$ cat config.mk
export PLATFORM = sky130hd
export DESIGN_NAME = bcs_sync_tracker
export DESIGN_NICKNAME = d
export VERILOG_FILES = /design/src/rtl/bcs_pkg.sv /design/src/rtl/bcs_cfg_regs.sv /design/src/rtl/bcs_miss_counter.sv /design/src/rtl/bcs_state_fsm.sv /design/src/rtl/bcs_sync_tracker.sv
export SDC_FILE = /design/constraint.sdc
export NUM_CORES = 1
export LEC_CHECK = 0
export BUFFER_PORTS_ARGS = -buffer_cell sky130_fd_sc_hd__buf_4
export CORE_MARGIN = 1.5
export CORE_UTILIZATION = 38
export DETAILED_ROUTE_END_ITERATION = 10
export GPL_TIMING_DRIVEN = 0
export SYNTH_ARGS = -nofsm -noshare
export SYNTH_HDL_FRONTEND = slang
export SYNTH_SLANG_ARGS = --single-unit
$ cat constraint.sdc
create_clock -name clk -period 4.74 [get_ports clk]
set_clock_uncertainty 0.05 [all_clocks]
set_input_delay 0.237 -clock clk [delete_from_list [all_inputs] [get_ports clk]]
set_output_delay 0.237 -clock clk [all_outputs]
set_load 0.01 [all_outputs]
$ cat src/rtl/bcs_pkg.sv
package bcs_pkg;

  typedef enum logic [1:0] {
    BCS_LOOKING  = 2'd0,
    BCS_FW_FALSE = 2'd1,
    BCS_SYNCED   = 2'd2,
    BCS_FW_TRUE  = 2'd3
  } bcs_state_e;

  localparam int unsigned BCS_NUM_LIMITS = 2;
  localparam logic [1:0]  BCS_SEL_TRUE   = 2'd0;
  localparam logic [1:0]  BCS_SEL_FALSE  = 2'd1;
  localparam logic [1:0]  BCS_SEL_REMOTE = 2'd2;

endpackage

$ cat src/rtl/bcs_cfg_regs.sv
module bcs_cfg_regs #(
  parameter int unsigned TH_W      = 16,
  parameter int unsigned DEF_TRUE  = 7,
  parameter int unsigned DEF_FALSE = 3
) (
  input  logic            clk,
  input  logic            rst,
  input  logic            wr_en,
  input  logic [1:0]      sel,
  input  logic [TH_W-1:0] wdata,
  output logic [TH_W-1:0] lim_true,
  output logic [TH_W-1:0] lim_false,
  output logic            remote_q
);
  import bcs_pkg::*;

  logic [TH_W-1:0] lim_q [BCS_NUM_LIMITS];

  for (genvar gi = 0; gi < BCS_NUM_LIMITS; gi++) begin : g_limit
    localparam logic [TH_W-1:0] RST_VAL = (gi == 0) ? TH_W'(DEF_TRUE) : TH_W'(DEF_FALSE);
    localparam logic [1:0]      MY_SEL  = 2'(gi);
    always_ff @(posedge clk) begin
      if (rst) begin
        lim_q[gi] <= RST_VAL;
      end else if (wr_en && (sel == MY_SEL)) begin
        lim_q[gi] <= wdata;
      end
    end
  end

  always_ff @(posedge clk) begin
    if (rst) begin
      remote_q <= 1'b0;
    end else if (wr_en && (sel == BCS_SEL_REMOTE)) begin
      remote_q <= wdata[0];
    end
  end

  assign lim_true  = lim_q[0];
  assign lim_false = lim_q[1];

endmodule

$ cat src/rtl/bcs_miss_counter.sv
module bcs_miss_counter #(
  parameter int unsigned TH_W = 16
) (
  input  logic            clk,
  input  logic            rst,
  input  logic            clr,
  input  logic            inc,
  input  logic            load,
  input  logic [TH_W-1:0] load_val,
  output logic            last_miss
);
  localparam int unsigned EXT_W = TH_W + 1;

  logic [TH_W-1:0]  cnt_q;
  logic [TH_W-1:0]  lim_q;
  logic [EXT_W-1:0] cnt_next;

  // Count the run so far plus the miss now being judged.
  assign cnt_next  = {1'b0, cnt_q} + EXT_W'(1);
  // A limit of zero compares as reached on the first miss.
  assign last_miss = (cnt_next >= {1'b0, lim_q});

  always_ff @(posedge clk) begin
    if (rst) begin
      cnt_q <= '0;
      lim_q <= '0;
    end else begin
      if (clr) begin
        cnt_q <= '0;
      end else if (inc) begin
        cnt_q <= cnt_next[TH_W-1:0];
      end
      if (load) begin
        lim_q <= load_val;
      end
    end
  end

endmodule

$ cat src/rtl/bcs_state_fsm.sv
module bcs_state_fsm #(
  parameter int unsigned TH_W = 16
) (
  input  logic            clk,
  input  logic            rst,
  input  logic            slot_valid,
  input  logic            sync_hit,
  input  logic            last_miss,
  input  logic [TH_W-1:0] lim_true,
  input  logic [TH_W-1:0] lim_false,
  output logic [1:0]      state_code,
  output logic            synced_q,
  output logic            cnt_clr,
  output logic            cnt_inc,
  output logic            lim_load,
  output logic [TH_W-1:0] lim_val
);
  import bcs_pkg::*;

  bcs_state_e state_q, state_d;
  logic       miss;
  logic       hit;
  logic       freewheel;

  assign hit       = slot_valid && sync_hit;
  assign miss      = slot_valid && !sync_hit;
  assign freewheel = (state_q == BCS_FW_TRUE) || (state_q == BCS_FW_FALSE);

  always_comb begin
    state_d = state_q;
    unique case (state_q)
      BCS_LOOKING:  if (hit)  state_d = BCS_SYNCED;
      BCS_SYNCED:   if (miss) state_d = BCS_FW_TRUE;
      BCS_FW_TRUE: begin
        if (hit)                    state_d = BCS_SYNCED;
        else if (miss && last_miss) state_d = BCS_FW_FALSE;
      end
      BCS_FW_FALSE: begin
        if (hit)                    state_d = BCS_SYNCED;
        else if (miss && last_miss) state_d = BCS_LOOKING;
      end
      default: state_d = BCS_LOOKING;
    endcase
  end

  always_comb begin
    cnt_clr  = (state_d != state_q);
    cnt_inc  = freewheel && miss && !last_miss;
    lim_load = (state_d != state_q) &&
               ((state_d == BCS_FW_TRUE) || (state_d == BCS_FW_FALSE));
    lim_val  = (state_d == BCS_FW_TRUE) ? lim_true : lim_false;
  end

  always_ff @(posedge clk) begin
    if (rst) begin
      state_q  <= BCS_LOOKING;
      synced_q <= 1'b0;
    end else begin
      state_q  <= state_d;
      synced_q <= (state_d == BCS_SYNCED) || (state_d == BCS_FW_TRUE);
    end
  end

  assign state_code = state_q;

endmodule

$ cat src/rtl/bcs_sync_tracker.sv
module bcs_sync_tracker #(
  parameter int unsigned TH_W      = 16,
  parameter int unsigned DEF_TRUE  = 7,
  parameter int unsigned DEF_FALSE = 3
) (
  input  logic            clk,
  input  logic            rst,
  input  logic            slot_valid,
  input  logic            sync_hit,
  input  logic            cfg_wr_en,
  input  logic [1:0]      cfg_sel,
  input  logic [TH_W-1:0] cfg_wdata,
  output logic [1:0]      lock_state,
  output logic            synced,
  output logic            remote_ok,
  output logic [TH_W-1:0] th_true_rd,
  output logic [TH_W-1:0] th_false_rd
);

  logic [TH_W-1:0] lim_true;
  logic [TH_W-1:0] lim_false;
  logic [TH_W-1:0] lim_val;
  logic            last_miss;
  logic            cnt_clr;
  logic            cnt_inc;
  logic            lim_load;

  bcs_cfg_regs #(
    .TH_W     (TH_W),
    .DEF_TRUE (DEF_TRUE),
    .DEF_FALSE(DEF_FALSE)
  ) u_regs (
    .clk      (clk),
    .rst      (rst),
    .wr_en    (cfg_wr_en),
    .sel      (cfg_sel),
    .wdata    (cfg_wdata),
    .lim_true (lim_true),
    .lim_false(lim_false),
    .remote_q (remote_ok)
  );

  bcs_miss_counter #(.TH_W(TH_W)) u_cnt (
    .clk      (clk),
    .rst      (rst),
    .clr      (cnt_clr),
    .inc      (cnt_inc),
    .load     (lim_load),
    .load_val (lim_val),
    .last_miss(last_miss)
  );

  bcs_state_fsm #(.TH_W(TH_W)) u_fsm (
    .clk       (clk),
    .rst       (rst),
    .slot_valid(slot_valid),
    .sync_hit  (sync_hit),
    .last_miss (last_miss),
    .lim_true  (lim_true),
    .lim_false (lim_false),
    .state_code(lock_state),
    .synced_q  (synced),
    .cnt_clr   (cnt_clr),
    .cnt_inc   (cnt_inc),
    .lim_load  (lim_load),
    .lim_val   (lim_val)
  );

  assign th_true_rd  = lim_true;
  assign th_false_rd = lim_false;

endmodule

=== After elaboration in Yosys (flattened, before gate mapping) ===
Memory sizes are Yosys's and may differ from the RTL's.
Index checks and enable logic that the tools add are counted.

* Register bits after elaboration: 36
* Bits in latches: 0
* Bits in writable memories: 32
* Memory bits (read-only): 0
* Output and inout bits: 36
* Logic and storage cells: 54
* Memories: 1

* $add $sub $neg: 1
* $mul: 0
* Div/mod/pow operators: 0
* Order comparisons: 1
* Eq/ne operators: 9
* Shifts and indexed selects: 0
* Muxes and demuxes: 18
* Bitwise operators: 2
* Reduce and logical (&&, ||, !) cells: 17

{| class="wikitable"
|+ Memories
! memory !! words !! bits a word !! rd ports !! clocked after memory_dff !! write ports !! RTL line !! RTL
|-
| u_regs.lim_q || 2 || 16 || 2 || 0 || 2 || bcs_cfg_regs.sv:17 || <nowiki>logic [TH_W-1:0] lim_q [BCS_NUM_LIMITS];</nowiki>
|}

{| class="wikitable"
|+ Operators with widths
! kind !! number
|-
| $mux 16 || 3
|-
| $add 16x1->17 const B || 1
|-
| $ge 17x16->1 || 1
|-
| $mux 2 || 6
|-
| $eq 2x2->1 const B || 5
|-
| $logic_and 1x1->1 || 9
|-
| $mux 1 || 8
|-
| $pmux 2 s4 || 1
|-
| $eq 2x1->1 const B || 3
|-
| $logic_not 2->1 || 2
|-
| $logic_or 1x1->1 || 3
|-
| $logic_not 1->1 || 2
|-
| $ne 2x2->1 || 1
|-
| $or 1x1->1 || 2
|-
| $reduce_or 2->1 || 1
|}

=== Logic depth before layout (Yosys ltp) ===
Gate-level depths: netlist (run 1).

* Depth after elaboration: 9
* Gate-level depth with buffers: 15
* Depth with buffers taken out: 12

=== Hierarchy ===
A second synthesis (run 1) with hierarchy kept.

* Cell total of the unflattened synthesis: 428
* Area, all modules: 4095.2 um^2

{| class="wikitable"
|+ Modules (own cells, without submodules)
! module !! times used !! cells each !! area an instance (um^2) !! sequential area each (um^2)
|-
| bcs_miss_counter || 1 || 228 || 1948.1 || 640.6
|-
| bcs_cfg_regs || 1 || 80 || 1326.3 || 980.9
|-
| bcs_state_fsm || 1 || 120 || 820.8 || 40.0
|}

=== Worst setup path before layout (run 1) ===
OpenSTA, ideal clock, no wires.

* Path kind: reg-to-reg
* Start: register u_cnt.cnt_q[0]
* End: register u_cnt.cnt_q[11]
* Data arrival time: 3197 ps
* Data required time: 4565 ps
* Path slack: 1368 ps
* Stages on the path, launching flop included: 15
* Cell sequence: dfxtp_1 > ha_1 > nand3_4 > nor3_4 > nand3_1 > xnor2_1 > ha_1 > nand4_1 > nor4_2 > a2111oi_2 > buf_2 > o2111a_2 > o31ai_4 > buf_2 > a21oi_1

* Cells in the longest elaborated chain, start to end: 8
* Elaborated cells on any way between the ends: 12
* Those cells by class: add/sub: 1; order compare: 1; eq/ne: 1; mux: 5; reduce/logical: 4

{| class="wikitable"
|+ RTL lines
! element !! RTL line !! RTL
|-
| start, declared || bcs_miss_counter.sv:14 || <nowiki>logic [TH_W-1:0] cnt_q;</nowiki>
|-
| start signal, assigned || bcs_miss_counter.sv:31 || <nowiki>cnt_q <= cnt_next[TH_W-1:0];</nowiki>
|-
| $add 16x1->17 * || bcs_miss_counter.sv:19 || <nowiki>assign cnt_next = {1'b0, cnt_q} + EXT_W'(1);</nowiki>
|-
| via u_cnt.cnt_next[12] || bcs_miss_counter.sv:16 || <nowiki>logic [EXT_W-1:0] cnt_next;</nowiki>
|-
| $ge 17x16->1 * || bcs_miss_counter.sv:21 || <nowiki>assign last_miss = (cnt_next >= {1'b0, lim_q});</nowiki>
|-
| $logic_and 1x1->1 || bcs_state_fsm.sv:36, bcs_state_fsm.sv:40 ||
|-
| $mux 2 (on tied branches) || bcs_state_fsm.sv:40, bcs_state_fsm.sv:36 ||
|-
| $mux 2 (on tied branches) || bcs_state_fsm.sv:39, bcs_state_fsm.sv:35 ||
|-
| $pmux 2 s4 || bcs_state_fsm.sv:31 || <nowiki>unique case (state_q)</nowiki>
|-
| $ne 2x2->1 || bcs_state_fsm.sv:47 || <nowiki>cnt_clr = (state_d != state_q);</nowiki>
|-
| $reduce_or 2->1 (no line) || - ||
|}

Mark *: on every way through the listed nets, which the timed path passes. The rest lies on a longest branch.
A chain may end at the register's enable or synchronous reset.

=== Worst setup path after layout (run 1) ===
* Start: register u_cnt.cnt_q[2]
* End: register u_cnt.cnt_q[4]

The elaborated chain is that of the path after synthesis.

==> reports/qor.yml, run 1 <==
run_status:
  status: "finished clean"
cts:
  clk_path_buf_depth: 2
  clk_pin_slew_worst_paths_ns: 0.07
  clock-root-buffer: "clkbuf_8"
  numCtsBuffers: 9
  cts_setup_buffers: 0
  cts.hold.buffers_added: 0
  insertion_delay_ns: 0.35
  cts.sinks: 68
  postCtsResizedCells: 0
  cts_tree: "done"
  cts_max_level: 3
logic_synthesis:
  synth.avg_cell_area_sq_um: 9.617
  ys_ff_latch: 68
  syn_inst: 405
  synth-simple-area-share_pct: 19.85
  synth.area.mux_share_pct: 0.2570
  synthTopCellsByArea: "edfxtp_1 25%, dfxtp_1 19%, ha_1 5.5%"
  synth_area_sq_mm: 0.003895
  synth_area_leader_cell: "edfxtp_1"
  yosysWarningCount: 0
  synth.yosys.seq_area_share_pct: 43.17
  synth_top_family_by_area: "compound AO/OA/AOI/OAI gates"
  synth_edf_count: 32
  synth_fa_ha_area_share_pct: 5.461
  synth_compound_area_share_pct: 22.42
  yosysTopAreaCellShare_pct: 24.67
  synth_fp_nets: 445
  netlist-cell-type-count: 51
  synth-xor-area-share_pct: 3.148
  synth_ff_type: "dfxtp_1"
  async_flop_share_pct: 0
power_and_ir_drop:
  p_per_area_mw_per_mm2: 273.2
  total_leakage_power_nw: 1.732
  peakVddDrop_mv: 0.1507
hold_path:
  hold_start: "cfg_wdata[0]"
  holdPathStages: 3
  hold_class: "input port to register"
  holdPathEnd: "u_regs.remote_q"
floorplanning:
  ioPinCount: 59
  start_util_pct: 39.49
  die_y_um: 104.2
  die_x_um: 104.2
  core_area_sq_mm: 0.009864
  die_area_sq_mm: 0.01087
  fp-row-count: 36
setup_path:
  r2r_end: "u_cnt.cnt_q[4]"
  critPathLaunchType: "register"
  worst-endpoint-required_ns: 4.91
  r2r_start: "u_cnt.cnt_q[2]"
  crit_arrival_ns: 4.30
  rr_worst_depth: 15
  reg2reg_slack_ns: 0.61
  crit_type: "register to register"
  path_max_fanout: 10
  crit_path_end_kind: "register"
global_route:
  antenna_found_initial: 0
  grt_pass1_vias: 3200
  grt_usage_pct: 17.76
  grt_pass1_wl_um: 15440
  grt_max_degree: 17
  grt_overflow: 0
finish:
  nFillCells: 942
  layout.nets: 513
  regArea_sq_mm: 0.001682
  utilization_pct: 47.34
  syn_to_final_growth_pct: 19.88
  drive_above_1_share_pct: 20.08
  antenna_cells: 0
  multi_input_area_sq_mm: 0.001999
job:
  maxCapViolCount: 0
sta:
  fmax_mhz: 242.2
  worst_pin_slew_ns: 0.8395
  timing.final.crit_share_pct: 87.12
  finalSetupViolCount: 0
  fin_crit_ns: 4.129
  rsz0062_at_grt: "false"
  slew_headroom_pct: 44.00
  finalHoldViolCount: 0
  tns_ns: 0
  maxSlewViolCount: 0
route:
  first_pass_iters: 4
  drc: 0
  wl_per_cell_um: 15.16
  antenna_violating_nets_post_route: 0
  vias: 3248
  drt_iter0_markers: 98
  wl_um: 9262
  vias_per_cell: 5.316
place:
  hpwl_um: 7115
  globalplace.congestion: 0.8566
  port_buffers: 57
area by class of cell:
class | count | area share (%)
plain buffers | 29 | 3.296
well taps | 133 | 3.564
multi-input cells | 290 | 42.82
clock buffers | 14 | 3.483
clock inverters | 2 | 0.2144
inverters | 18 | 1.447
repair buffers | 57 | 9.164
flip-flops and latches | 68 | 36.01
per-stage QoR:
step / hold WS (ns) / setup WS [ns] / std cells / cell area [sq um] / total power [mW]
after floorplan: 0.3309 / 1.368 / 405 / 3895 / 0.7748
after global placement: 0.4337 / 0.6934 / 595 / 4489 / 0.8539
after detailed placement: 0.4389 / 0.6511 / 595 / 4493 / 0.8571
after CTS: 0.07043 / 0.6174 / 611 / 4666 / 1.289
after global routing: 0.07917 / 0.2743 / 611 / 4669 / 1.336
final: 0.08744 / 0.6106 / 611 / 4669 / 1.276
power by group:
| part | total, mW | switching, mW | internal, mW |
|---|---|---|---|
| clock network | 0.432 | 0.215 | 0.218 |
| registers | 0.664 | 0.0209 | 0.644 |
| logic | 0.179 | 0.0991 | 0.0798 |
| total | 1.28 | 0.335 | 0.941 |
critical path, cell delays in order, from the launching register on:
cell	delay (ns)
dfxtp_1	0.46
and3_1	0.22
and3_1	0.24
nand3_1	0.17
or2_1	0.30
xnor2_1	0.25
ha_1	0.30
nand4_1	0.15
nor4_2	0.08
a2111oi_2	0.41
buf_2	0.29
o2111ai_2	0.30
buf_6	0.26
buf_4	0.19
o31ai_1	0.22
a21oi_1	0.10
worst max-delay path by stage:
stage	start	cells after the start	slack [ns]	endpoint
2_1_floorplan	u_cnt.cnt_q[0]	14	1.37	u_cnt.cnt_q[11]
3_3_place_gp	u_cnt.cnt_q[0]	15	0.69	u_cnt.lim_q[13]
4_1_cts	u_cnt.cnt_q[0]	15	0.62	u_cnt.lim_q[13]
6_report	u_cnt.cnt_q[2]	15	0.61	u_cnt.cnt_q[4]
3_5_place_dp	u_cnt.cnt_q[0]	15	0.65	u_cnt.lim_q[13]
5_1_grt	u_cnt.cnt_q[0]	15	0.27	u_cnt.lim_q[14]
sequential cells by signal, summed over array words and instances, names as in the netlist:
register,cells
u_cnt.cnt_q,16
u_regs.lim_q,32
u_fsm.state_code,2
u_regs.remote_q,1
u_cnt.lim_q,16
u_fsm.synced_q,1
cell usage after synthesis (all sizes together) (12+ instances only):
library cell / count
a21oi: 38
dfxtp: 36
edfxtp: 32
nand2: 28
and2: 27
nor3: 20
inv: 18
a31oi: 17
ha: 17
a2bb2oi: 16
a311oi: 16
clkbuf: 16
buf: 13
nand3: 12
cell families (layout without fill, tap and decap cells):
| logic type | after synthesis | count (layout) |
|---|---|---|
| AOI/OAI and AO/OA | 122 | 122 |
| and+or+nand+nor | 136 | 136 |
| xor gates and xnor gates | 14 | 14 |
| buffers and inverters | 47 | 120 |
| adders and majority gates | 17 | 17 |
| muxes | 1 | 1 |
| DFF | 68 | 68 |
layer usage:
layer | GRT usage (%) | part of all wire [%] | vias up
li1 | - | - | 1666
met3 | 4.637 | 5.6 | 9
met1 | 21.98 | 46 | 1482
met4 | 6.647 | 1.0 | 0
met2 | 29.66 | 47 | 91
met5 | 0 | 0 | -
placed cells by master, fill, tap and decap left out, drive strengths merged, types with 9 or more instances in the layout:
master,count
a2bb2oi,16
edfxtp,32
clkbuf,30
nand3,12
nor3,20
a31oi,17
dfxtp,36
ha,17
o31ai,9
a311oi,16
a21oi,38
xnor2,11
and2,27
inv,18
o21ai,11
nand2,28
buf,70
No activity file was read; power rests on OpenSTA's default activity.
==> inputs of run 2 (changes only) <==
--- a/config.mk
+++ b/config.mk
@@ -8,7 +8,9 @@
 export BUFFER_PORTS_ARGS = -buffer_cell sky130_fd_sc_hd__buf_4
 export CORE_MARGIN = 1.5
 export CORE_UTILIZATION = 38
+export CTS_BUF_LIST = sky130_fd_sc_hd__clkbuf_4 sky130_fd_sc_hd__clkbuf_8 sky130_fd_sc_hd__clkbuf_16
 export DETAILED_ROUTE_END_ITERATION = 10
+export GPL_ROUTABILITY_DRIVEN = 0
 export GPL_TIMING_DRIVEN = 0
 export SYNTH_ARGS = -nofsm -noshare
 export SYNTH_HDL_FRONTEND = slang
==> run 2 against run 1 <==
- critical path depth unchanged
- register-to-register slack about the same
- clock power up 4%
- global-route usage about the same
- largest cell class unchanged
- critical endpoint is now u_cnt.cnt_q[5]
- largest power group unchanged
==> reports/qor.yml, run 2 (synthesis results as in run 1) <==
finish:
  largest_reg_flops: 32
  syn_to_final_growth_pct: 20.17
  regMostFlops: "u_regs.lim_q"
  drive_above_1_share_pct: 20.71
  antenna_cells: 0
  layout.nets: 513
  final_cell_mix: "59 x buf_4, 38 x a21oi_1, 36 x dfxtp_1, 32 x edfxtp_1, 28 x nand2_1"
  utilization_pct: 47.45
  final_common_cell: "buf_4"
  top_regs: "u_regs.lim_q: 32 flops, u_cnt.cnt_q: 16 flops, u_cnt.lim_q: 16 flops"
floorplanning:
  die_y_um: 104.2
  die_area_sq_mm: 0.01087
  die_x_um: 104.2
  start_util_pct: 39.49
  core_area_sq_mm: 0.009864
  fp-row-count: 36
  ioPinCount: 59
place:
  hpwl_um: 7115
  place_ws_ns: 0.6511
  port_buffers: 57
route:
  wl_per_cell_um: 15.20
  first_pass_iters: 4
  vias: 3230
  drc: 0
  antenna_violating_nets_post_route: 0
  drt_iter0_markers: 90
  wl_um: 9287
  vias_per_cell: 5.286
global_route:
  grt_pass1_vias: 3207
  grt_pass1_wl_um: 15460
  grt_use_met3_pct: 4.637
  use_met1_pct: 21.95
  grt_usage_pct: 17.77
  grt_max_degree: 17
  met2_usage_pct: 29.75
  top_usage_layer: "met2"
  antenna_found_initial: 0
  grt_overflow: 0
cts:
  cts.hold.buffers_added: 0
  clk_pin_slew_worst_paths_ns: 0.07
  clock-root-buffer: "clkbuf_8"
  insertion_delay_ns: 0.35
  numCtsBuffers: 9
  cts_setup_buffers: 0
  cts_max_level: 3
  cts.sinks: 68
  clk_path_buf_depth: 2
  postCtsResizedCells: 0
  cts_tree: "done"
sta:
  maxSlewViolCount: 0
  timing.final.crit_share_pct: 87.41
  fin_ws_ns: 0.5968
  rsz0062_at_grt: "false"
  worst_pin_slew_ns: 0.8396
  worst_hold_slack_ns: 0.08847
  tns_ns: 0
  finalSetupViolCount: 0
  fmax_mhz: 241.4
  fin_crit_ns: 4.143
  slew_headroom_pct: 43.99
  finalHoldViolCount: 0
setup_path:
  worst-endpoint-required_ns: 4.90
  crit_type: "register to register"
  crit_path_end_kind: "register"
  reg2reg_slack_ns: 0.60
  crit_arrival_ns: 4.31
  path_max_fanout: 10
  critPathLaunchType: "register"
hold_path:
  hold_class: "input port to register"
run_status:
  status: "finished clean"
power_and_ir_drop:
  total_power_mw: 1.293
  p_clk_share_pct: 34.8
  power_frac_seq_pct: 51.4
  p_sw_mw: 0.3351
  power_frac_comb_pct: 13.8
  p_per_area_mw_per_mm2: 276.3
  peakVddDrop_mv: 0.1529
  total_leakage_power_nw: 1.742
  p_int_mw: 0.9582
  switching_share_pct: 25.91
job:
  maxCapViolCount: 0
==> run 2: cell counts in the layout (fill, tap and decap cells not counted) <==
Identical to the previous run, type by type.
==> run 2: area by class of cell <==
cell class	instances	area, sq um
inverter	18	67.56
timing repair buffer	57	427.9
clock inverter	2	10.01
fill	941	5184
clock buffer	14	173.9
sequential	68	1682
multi-input combinational	290	1999
tap	133	166.4
buffer	29	153.9
==> run 2: worst max-delay path, cell delays in order (launching register included) <==
cell and delay [ns]:
dfxtp_1 0.47, and3_1 0.22, and3_1 0.24, nand3_1 0.17, or2_1 0.30, xnor2_1 0.26, ha_1 0.30, nand4_1 0.15
nor4_2 0.08, a2111oi_2 0.41, buf_2 0.30, o2111ai_2 0.30, buf_6 0.26, buf_4 0.19, o31ai_1 0.21, a21oi_1 0.10
==> run 2: path summary, 6_finish.rpt <==
kind | end | cells past startpoint | start
setup / recovery | u_cnt.cnt_q[5] | 15 | u_cnt.cnt_q[2]
hold / removal | u_regs.remote_q | 3 | cfg_wdata[0]
setup reg to reg | u_cnt.cnt_q[5] | 15 | u_cnt.cnt_q[2]
hold reg to reg | u_regs.remote_q | 2 | u_regs.remote_q
==> run 2: power groups by stage <==
stage / clock network [mW] / registers (mW) / logic (mW)
floorplan: 0 / 0.683 / 0.0921
global placement: 0 / 0.677 / 0.177
detailed placement: 0 / 0.677 / 0.180
CTS: 0.462 / 0.665 / 0.180
global route: 0.489 / 0.668 / 0.197
finish: 0.450 / 0.664 / 0.179
==> run 2: metal layers <==
metal / vias up / wire length, um
met5: - / 0
met4: 0 / 150
met3: 12 / 422
met2: 78 / 4322
met1: 1475 / 4391
li1: 1665 / -
==> run 2: per-stage QoR <==
| stage | instance area [sq um] | std cells |
|---|---|---|
| after CTS | 4677 | 611 |
| after global routing | 4681 | 611 |
| after global placement | 4489 | 595 |
| final | 4681 | 611 |
| after detailed placement | 4493 | 595 |
| after floorplan | 3895 | 405 |
